<file path="src/rtl/alert_snd_pkg.sv">
package alert_snd_pkg;

  typedef enum logic [1:0] {
    ST_IDLE  = 2'd0,
    ST_ALERT = 2'd1,
    ST_GAP   = 2'd2
  } chState_e;

  // control -> datapath strobes, one per channel
  typedef struct packed {
    logic launch;  // channel starts a handshake this cycle
    logic idle;    // channel may accept a test write
  } chStrobe_t;

endpackage

</file>
<file path="src/rtl/alert_ctrl.sv">
module alert_ctrl
  import alert_snd_pkg::*;
#(
  parameter int NUM_CH  = 4,
  parameter int GAP_LEN = 2
) (
  input  logic                    clk,
  input  logic                    rst,
  input  logic [NUM_CH-1:0]       hwTrig,
  input  logic [NUM_CH-1:0]       testGo,
  input  logic [NUM_CH-1:0]       ackIn,
  output logic [NUM_CH-1:0]       alertOut,
  output chStrobe_t [NUM_CH-1:0]  strb
);

  localparam int CW = (GAP_LEN > 1) ? $clog2(GAP_LEN) : 1;
  localparam logic [CW-1:0] GAP_LOAD = CW'(GAP_LEN - 1);

  for (genvar i = 0; i < NUM_CH; i++) begin : g_ch
    chState_e      chSt;
    logic [CW-1:0] gapCnt;
    logic          gapEnd;
    logic          launch;

    assign gapEnd = (chSt == ST_GAP) && (gapCnt == '0);
    assign launch = ((chSt == ST_IDLE) && (hwTrig[i] || testGo[i])) ||
                    (gapEnd && hwTrig[i]);

    always_ff @(posedge clk) begin
      if (rst) begin
        chSt   <= ST_IDLE;
        gapCnt <= '0;
      end else begin
        unique case (chSt)
          ST_IDLE: begin
            if (launch) chSt <= ST_ALERT;
          end
          ST_ALERT: begin
            if (ackIn[i]) begin
              chSt   <= ST_GAP;
              gapCnt <= GAP_LOAD;
            end
          end
          ST_GAP: begin
            if (gapCnt == '0) chSt <= launch ? ST_ALERT : ST_IDLE;
            else              gapCnt <= gapCnt - 1'b1;
          end
          default: chSt <= ST_IDLE;
        endcase
      end
    end

    assign alertOut[i]    = (chSt == ST_ALERT);
    assign strb[i].launch = launch;
    assign strb[i].idle   = (chSt == ST_IDLE);


    req_hold_chk: assert property (@(posedge clk) disable iff (rst)
      alertOut[i] && !ackIn[i] |=> alertOut[i]);


    drop_needs_ack_chk: assert property (@(posedge clk) disable iff (rst)
      $fell(alertOut[i]) && !$past(rst) |-> $past(ackIn[i]));


    min_gap_chk: assert property (@(posedge clk) disable iff (rst)
      $fell(alertOut[i]) && !$past(rst) |=> !alertOut[i]);
  end

endmodule

</file>
<file path="src/rtl/alert_dp.sv">
module alert_dp
  import alert_snd_pkg::*;
#(
  parameter int                NUM_CH     = 4,
  parameter logic [NUM_CH-1:0] FATAL_MASK = '0
) (
  input  logic                   clk,
  input  logic                   rst,
  input  logic [NUM_CH-1:0]      hwEvent,
  input  logic                   testWrEn,
  input  logic [NUM_CH-1:0]      testWrData,
  input  chStrobe_t [NUM_CH-1:0] strb,
  output logic [NUM_CH-1:0]      hwTrig,
  output logic [NUM_CH-1:0]      testGo
);

  for (genvar i = 0; i < NUM_CH; i++) begin : g_ch
    logic pendBit;
    logic fatalLat;

    // events seen while not launching are held for the next free slot
    always_ff @(posedge clk) begin
      if (rst) pendBit <= 1'b0;
      else     pendBit <= (pendBit || hwEvent[i]) && !strb[i].launch;
    end

    if (FATAL_MASK[i]) begin : g_fatal
      always_ff @(posedge clk) begin
        if (rst)             fatalLat <= 1'b0;
        else if (hwEvent[i]) fatalLat <= 1'b1;
      end


      fatal_sticky_chk: assert property (@(posedge clk) disable iff (rst)
        $past(fatalLat) && !$past(rst) |-> fatalLat);
    end else begin : g_recov
      assign fatalLat = 1'b0;
    end

    assign hwTrig[i] = hwEvent[i] || pendBit || fatalLat;
    assign testGo[i] = testWrEn && testWrData[i] && strb[i].idle;
  end

endmodule

</file>
<file path="src/rtl/alert_notifier.sv">
module alert_notifier
  import alert_snd_pkg::*;
#(
  parameter int                NUM_CH     = 4,
  parameter int                GAP_LEN    = 2,
  parameter logic [NUM_CH-1:0] FATAL_MASK = NUM_CH'(1) << (NUM_CH - 1)
) (
  input  logic              clk,
  input  logic              rst,
  input  logic [NUM_CH-1:0] hwEvent,
  input  logic              testWrEn,
  input  logic [NUM_CH-1:0] testWrData,
  input  logic [NUM_CH-1:0] ackIn,
  output logic [NUM_CH-1:0] alertOut
);

  chStrobe_t [NUM_CH-1:0] strb;
  logic [NUM_CH-1:0]      hwTrig;
  logic [NUM_CH-1:0]      testGo;

  alert_dp #(
    .NUM_CH    (NUM_CH),
    .FATAL_MASK(FATAL_MASK)
  ) u_dp (
    .clk       (clk),
    .rst       (rst),
    .hwEvent   (hwEvent),
    .testWrEn  (testWrEn),
    .testWrData(testWrData),
    .strb      (strb),
    .hwTrig    (hwTrig),
    .testGo    (testGo)
  );

  alert_ctrl #(
    .NUM_CH (NUM_CH),
    .GAP_LEN(GAP_LEN)
  ) u_ctrl (
    .clk     (clk),
    .rst     (rst),
    .hwTrig  (hwTrig),
    .testGo  (testGo),
    .ackIn   (ackIn),
    .alertOut(alertOut),
    .strb    (strb)
  );

endmodule

</file>
<file path="config.mk">
export PLATFORM = sky130hd
export DESIGN_NAME = alert_notifier
export DESIGN_NICKNAME = d
export VERILOG_FILES = /design/src/rtl/alert_snd_pkg.sv /design/src/rtl/alert_ctrl.sv /design/src/rtl/alert_dp.sv /design/src/rtl/alert_notifier.sv
export SDC_FILE = /design/constraint.sdc
export NUM_CORES = 1
export LEC_CHECK = 0
export CAP_MARGIN = 10
export CORE_AREA = 5 5 42 44
export DETAILED_ROUTE_END_ITERATION = 7
export DIE_AREA = 0 0 47 49
export DONT_BUFFER_PORTS = 1
export PLACE_DENSITY = 0.79
export REMOVE_ABC_BUFFERS = 1
export SETUP_SLACK_MARGIN = 0.2
export SYNTH_ARGS = -nofsm -noshare
export SYNTH_HDL_FRONTEND = slang
export SYNTH_SLANG_ARGS = --single-unit
export TNS_END_PERCENT = 1
</file>
<file path="constraint.sdc">
create_clock -name clk -period 1.85 [get_ports clk]
set_clock_uncertainty 0.15 [all_clocks]
set_input_delay 0.2775 -clock clk [delete_from_list [all_inputs] [get_ports clk]]
set_output_delay 0.2775 -clock clk [all_outputs]
set_load 0.01 [all_outputs]
</file>
Yosys cells after proc, flatten, opt, wreduce, memory -nomap -nowiden
Index checks and enable logic that the tools add are counted.
{"block": "word_totals", "register_bits": 17, "in_bits": 15, "out_inout_bits": 4}
{"block": "classes", "bitwise": 4, "reduce_logical": 57, "n_addsub": 4, "mux": 32, "eq_ne": 20}
{"op": "$logic_and A1 B1 Y1", "n": 24}
{"op": "$mux W2", "n": 12}
{"op": "$pmux W2 S3", "n": 4}
{"op": "$ne A2 B2 Y1 const B", "n": 8}
{"op": "$logic_or A1 B1 Y1", "n": 13}
{"op": "$mux W1", "n": 12}
{"op": "$reduce_and A3 Y1", "n": 4}
{"op": "$eq A2 B1 Y1 const B", "n": 4}
{"op": "$eq A2 B2 Y1 const B", "n": 4}
{"op": "$logic_not A2 Y1", "n": 4}
{"op": "$ne A2 B1 Y1 const B", "n": 4}
{"op": "$pmux W1 S2", "n": 4}
{"op": "$reduce_and A2 Y1", "n": 4}
{"op": "$reduce_bool A2 Y1", "n": 4}
{"op": "$logic_not A1 Y1", "n": 4}
{"op": "$not A1 Y1", "n": 4}
{"op": "$sub A1 B1 Y1 const B", "n": 4}

Depth between registers and ports, before layout
{"block": "depth", "ltp_word": 8, "ltp_mapped": 3, "mapped_depth_nobuf": 3}

Cells and area by module
A second synthesis with hierarchy kept.
{"block": "unflattened", "hier_cells": 95, "area_unflattened_um2": 837.1}
{"mod": "alert_ctrl", "instances": 1, "cells_each": 75, "area_per_inst_um2": 648.1}
{"mod": "alert_dp", "instances": 1, "cells_each": 20, "area_per_inst_um2": 188.9}

Least setup slack after synthesis
Ideal clock, no wire load.
{"block": "synth_timing", "path_type": "register -> register", "startpoint": "register u_dp.g_ch[3].fatalLat", "endpoint": "register u_ctrl.g_ch[3].chSt[0]", "arrival_ns": 1.050, "stages_incl_launch_ff": 4, "required_time_ns": 1.583, "slack_ns": 0.533, "synth_period_minus_slack_ns": 1.317, "cell_sequence": "dfxtp_1 -> or4b_4 -> a32oi_1 -> nor2_1"}
{"block": "synth_via", "elab_chain_len": 7, "word_cells_on_any_way": 10, "cone_classes": "1 x eq/ne; 3 x mux; 6 x reduce/logical"}
{"element": "from (decl)", "line": "alert_dp.sv:19", "rtl": "logic fatalLat;"}
{"element": "from (signal assigned)", "line": "alert_dp.sv:29", "rtl": "if (rst) fatalLat <= 1'b0;"}
{"element": "from (signal assigned)", "line": "alert_dp.sv:30", "rtl": "else if (hwEvent[i]) fatalLat <= 1'b1;"}
{"element": "$logic_or A1 B1 Y1 *", "line": "alert_dp.sv:40", "rtl": "assign hwTrig[i] = hwEvent[i] || pendBit || fatalLat;"}
{"element": "$logic_or A1 B1 Y1", "line": "alert_ctrl.sv:26", "rtl": "assign launch = ((chSt == ST_IDLE) && (hwTrig[i] || testGo[i])) ||"}
{"element": "$logic_and A1 B1 Y1", "line": "alert_ctrl.sv:26"}
{"element": "$logic_or A1 B1 Y1 *", "line": "alert_ctrl.sv:26"}
{"element": "$mux W1", "line": "alert_ctrl.sv:45", "rtl": "if (gapCnt == '0) chSt <= launch ? ST_ALERT : ST_IDLE;"}
{"element": "$mux W2", "line": "alert_ctrl.sv:45"}
{"element": "$pmux W2 S3", "line": "alert_ctrl.sv:34", "rtl": "unique case (chSt)"}
{"element": "to (signal assigned)", "line": "alert_ctrl.sv:45"}
{"element": "to (decl)", "line": "alert_ctrl.sv:20", "rtl": "chState_e chSt;"}
Mark *: on every way between the ends. The rest lies on a longest branch, timed or not. The select of a mux whose other input is x is not followed.
A chain may end at the register's enable or synchronous reset.

Final worst setup path
{"block": "layout_timing", "startpoint": "register u_ctrl.g_ch[1].chSt[0]", "endpoint": "output port alertOut[1]"}
{"block": "layout_via", "elab_chain_len": 1}
{"element": "from (decl)", "line": "alert_ctrl.sv:20"}
{"element": "from (signal assigned)", "line": "alert_ctrl.sv:45"}
{"element": "$eq A2 B1 Y1", "line": "alert_ctrl.sv:53", "rtl": "assign alertOut[i] = (chSt == ST_ALERT);"}
{"element": "to (decl)", "line": "alert_notifier.sv:14", "rtl": "output logic [NUM_CH-1:0] alertOut"}
No other way between the ends.

==> run metrics <==
Remaining DRCs 0; clk sinks 17; worst-path cell chain nor2b_1; synthesized area 703 um2; Yosys reg bits 17; number of maximum-capacitance violations 0; row count 14; worst-path fanout max 4; Reg2Reg Capture Point u_ctrl.g_ch[3].chSt[0]$_SDFFE_PP0P_; first-pass GRT wire length 2100 um; CTS tree built; switching pwr 0.187 mW; R2R setup slack 0.45 ns; antenna violations before repair 0; status finished, final reports clean; sequential power share 59.1%; Die X 47 um; via count 580; Die Height 49 um; crit path DAT 0.98 ns; CTS max path bufs 2; clock latency on the worst-skew pair 0.28 ns; crit path buf inv count 0; Final Cycle Share 76.0%; WHS Endpoint u_ctrl.g_ch[1].gapCnt$_SDFFE_PP0P_; Lkg Pwr 0.284 nW; Net Sw Frac 26.2%; routed len/inst 12.5 um; Top Ports 19; final hold violations 0; Crit path max-delay family flip-flops; startpoint types flop; 1st-pass router iterations 2; commonest non-fill, non-tap cell in the layout dfxtp_1; cells after synthesis 82; CTS Buf Count 3; setup TNS 0 ns; Req. time, crit path 1.42 ns; register area share after synthesis 48.4%; final wirelength 1290 um; clock power share 27.1%; largest net degree at the start of global routing 15; Mean Syn Cell Area 8.58 um2; post-CTS setup buffers 0; most frequent cells in the layout dfxtp_1 (17), a21oi_1 (15), nor2_1 (10); Fmax achieved 711 MHz; nets@finish 103; synth warn 0; routability cong. 0.729; Tmin final 1.41 ns; worst reg2reg path depth 3; HP Class input port to flop; hold path cells 2; share of cells above drive strength 1 8.05%; PD cells 921 mW/mm2; GRT Resource Usage Total 12.2%; RR Startpoint u_dp.g_ch[3].fatalLat$_SDFFE_PP0P_; Final HPWL DP 928 um; Hold WS 0.000871 ns; die area 0.00230 mm2; Max H-tree Level 1; Worst Tran Pin Value 0.528 ns; Setup CP Type flop to output pin; Comb pwr share 13.8%; Iter 0 DRT Violations 7; diode count 0; RSZ-0062 raised after global routing false; Hold Startpoint ackIn[1]; clk root buf clkbuf_4; core area 0.00140 mm2; Slowest-stage cell, CP dfxtp_1; Placed Cells incl. Taps 96; DR vias/cell 5.63; CP Capture Type output pin; Port Buffers 0; Clock transition at path regs 0.10 ns; post-route ant nets 0; Initial Util 50.2%; Synth-to-Final Area Change 9.79%; GRT overflow 0; Max Transition Viols Final 0; vias in the first global route 499; # resized after CTS 0; Relative slew margins 64.7%; P_int 0.525 mW; Max VDD drop 0.545 mV; # setup viols final 0; count of cell types in the netlist 19; Cell Count, Final, Fillers Out 103; CP max stage delay 0.37 ns
==> synthesized netlist by cell type (all sizes together) <==
cell type  instances  area [um2]
dfxtp             17         340
a21oi             15        75.1
nor2              10        37.5
nand2              7        26.3
inv                4        15.0
nand3b             4        30.0
nor2b              4        25.0
o21ai              4        20.0
a22o               3        26.3
nor3               3        15.0
o21bai             3        22.5
a2111o             1        11.3
a211oi             1        12.5
a32oi              1        8.76
and2b              1        8.76
buf                1        5.00
clkbuf             1        3.75
nand2b             1        6.26
or4b               1        13.8
==> cell families after synthesis <==
| logic type | Yosys count | synth area share, % |
|---|---|---|
| buffers and inverters | 6 | 3.38 |
| DFF | 17 | 48.4 |
| and+or+nand+nor | 31 | 23.1 |
| AOI/OAI and AO/OA | 28 | 25.1 |
==> layer usage <==
| metal | GRT usage [%] | share of wire (%) |
|---|---|---|
| met5 | 0 | 0 |
| met4 | 4.15 | 0.93 |
| met3 | 3.69 | 6.4 |
| met2 | 17.6 | 49 |
| met1 | 16.9 | 44 |
==> repair_timing <==
item	CTS	global route
setup endpoints to repair	0	0
hold endpoints to repair	14	0
hold buffers	3	0
==> flip-flops by register name, summed over array words and instances, names as in the netlist <==
| register | flops |
|---|---|
| u_dp.g_ch.fatalLat | 1 |
| u_dp.g_ch.pendBit | 4 |
| u_ctrl.g_ch.chSt | 8 |
| u_ctrl.g_ch.gapCnt | 4 |
==> area by class of cell <==
type	instances	area, um2
fill	139	629
inverter	4	15.0
multi-input combinational	59	339
clock buffer	3	22.5
sequential	17	340
timing repair buffer	3	30.0
clock inverter	1	5.00
tap	16	20.0
==> power by group through the flow <==
| stage | registers [mW] | clock network (mW) | logic (mW) |
|---|---|---|---|
| 2_1_floorplan | 0.423 | 0 | 0.0787 |
| 3_3_place_gp | 0.428 | 0 | 0.0865 |
| 3_5_place_dp | 0.429 | 0 | 0.0894 |
| 4_1_cts | 0.421 | 0.197 | 0.0991 |
| 5_1_grt | 0.426 | 0.218 | 0.111 |
| 6_report | 0.420 | 0.193 | 0.0979 |
==> worst max-delay path by stage <==
stage	slack [ns]	cells past startpoint	end	from
global placement	0.52	3	u_ctrl.g_ch[3].chSt[0]$_SDFFE_PP0P_	u_dp.g_ch[3].fatalLat$_SDFFE_PP0P_
CTS	0.43	1	alertOut[1]	u_ctrl.g_ch[1].chSt[0]$_SDFFE_PP0P_
global route	0.37	1	alertOut[1]	u_ctrl.g_ch[1].chSt[0]$_SDFFE_PP0P_
floorplan	0.53	3	u_ctrl.g_ch[3].chSt[0]$_SDFFE_PP0P_	u_dp.g_ch[3].fatalLat$_SDFFE_PP0P_
detailed placement	0.48	3	u_ctrl.g_ch[3].chSt[0]$_SDFFE_PP0P_	u_dp.g_ch[3].fatalLat$_SDFFE_PP0P_
finish	0.44	1	alertOut[1]	u_ctrl.g_ch[1].chSt[0]$_SDFFE_PP0P_
==> through the flow <==
| step | power (mW) | area, um2 | setup slack [ns] | utilization (%) |
|---|---|---|---|---|
| final | 0.711 | 772 | 0.443 | 55.1 |
| after global routing | 0.754 | 772 | 0.366 | 55.1 |
| after floorplan | 0.501 | 694 | 0.534 | - |
| after global placement | 0.514 | 714 | 0.518 | 51.0 |
| after CTS | 0.717 | 772 | 0.429 | 55.1 |
| after detailed placement | 0.518 | 714 | 0.481 | 51.0 |
Power figures use the tool's default switching activity.
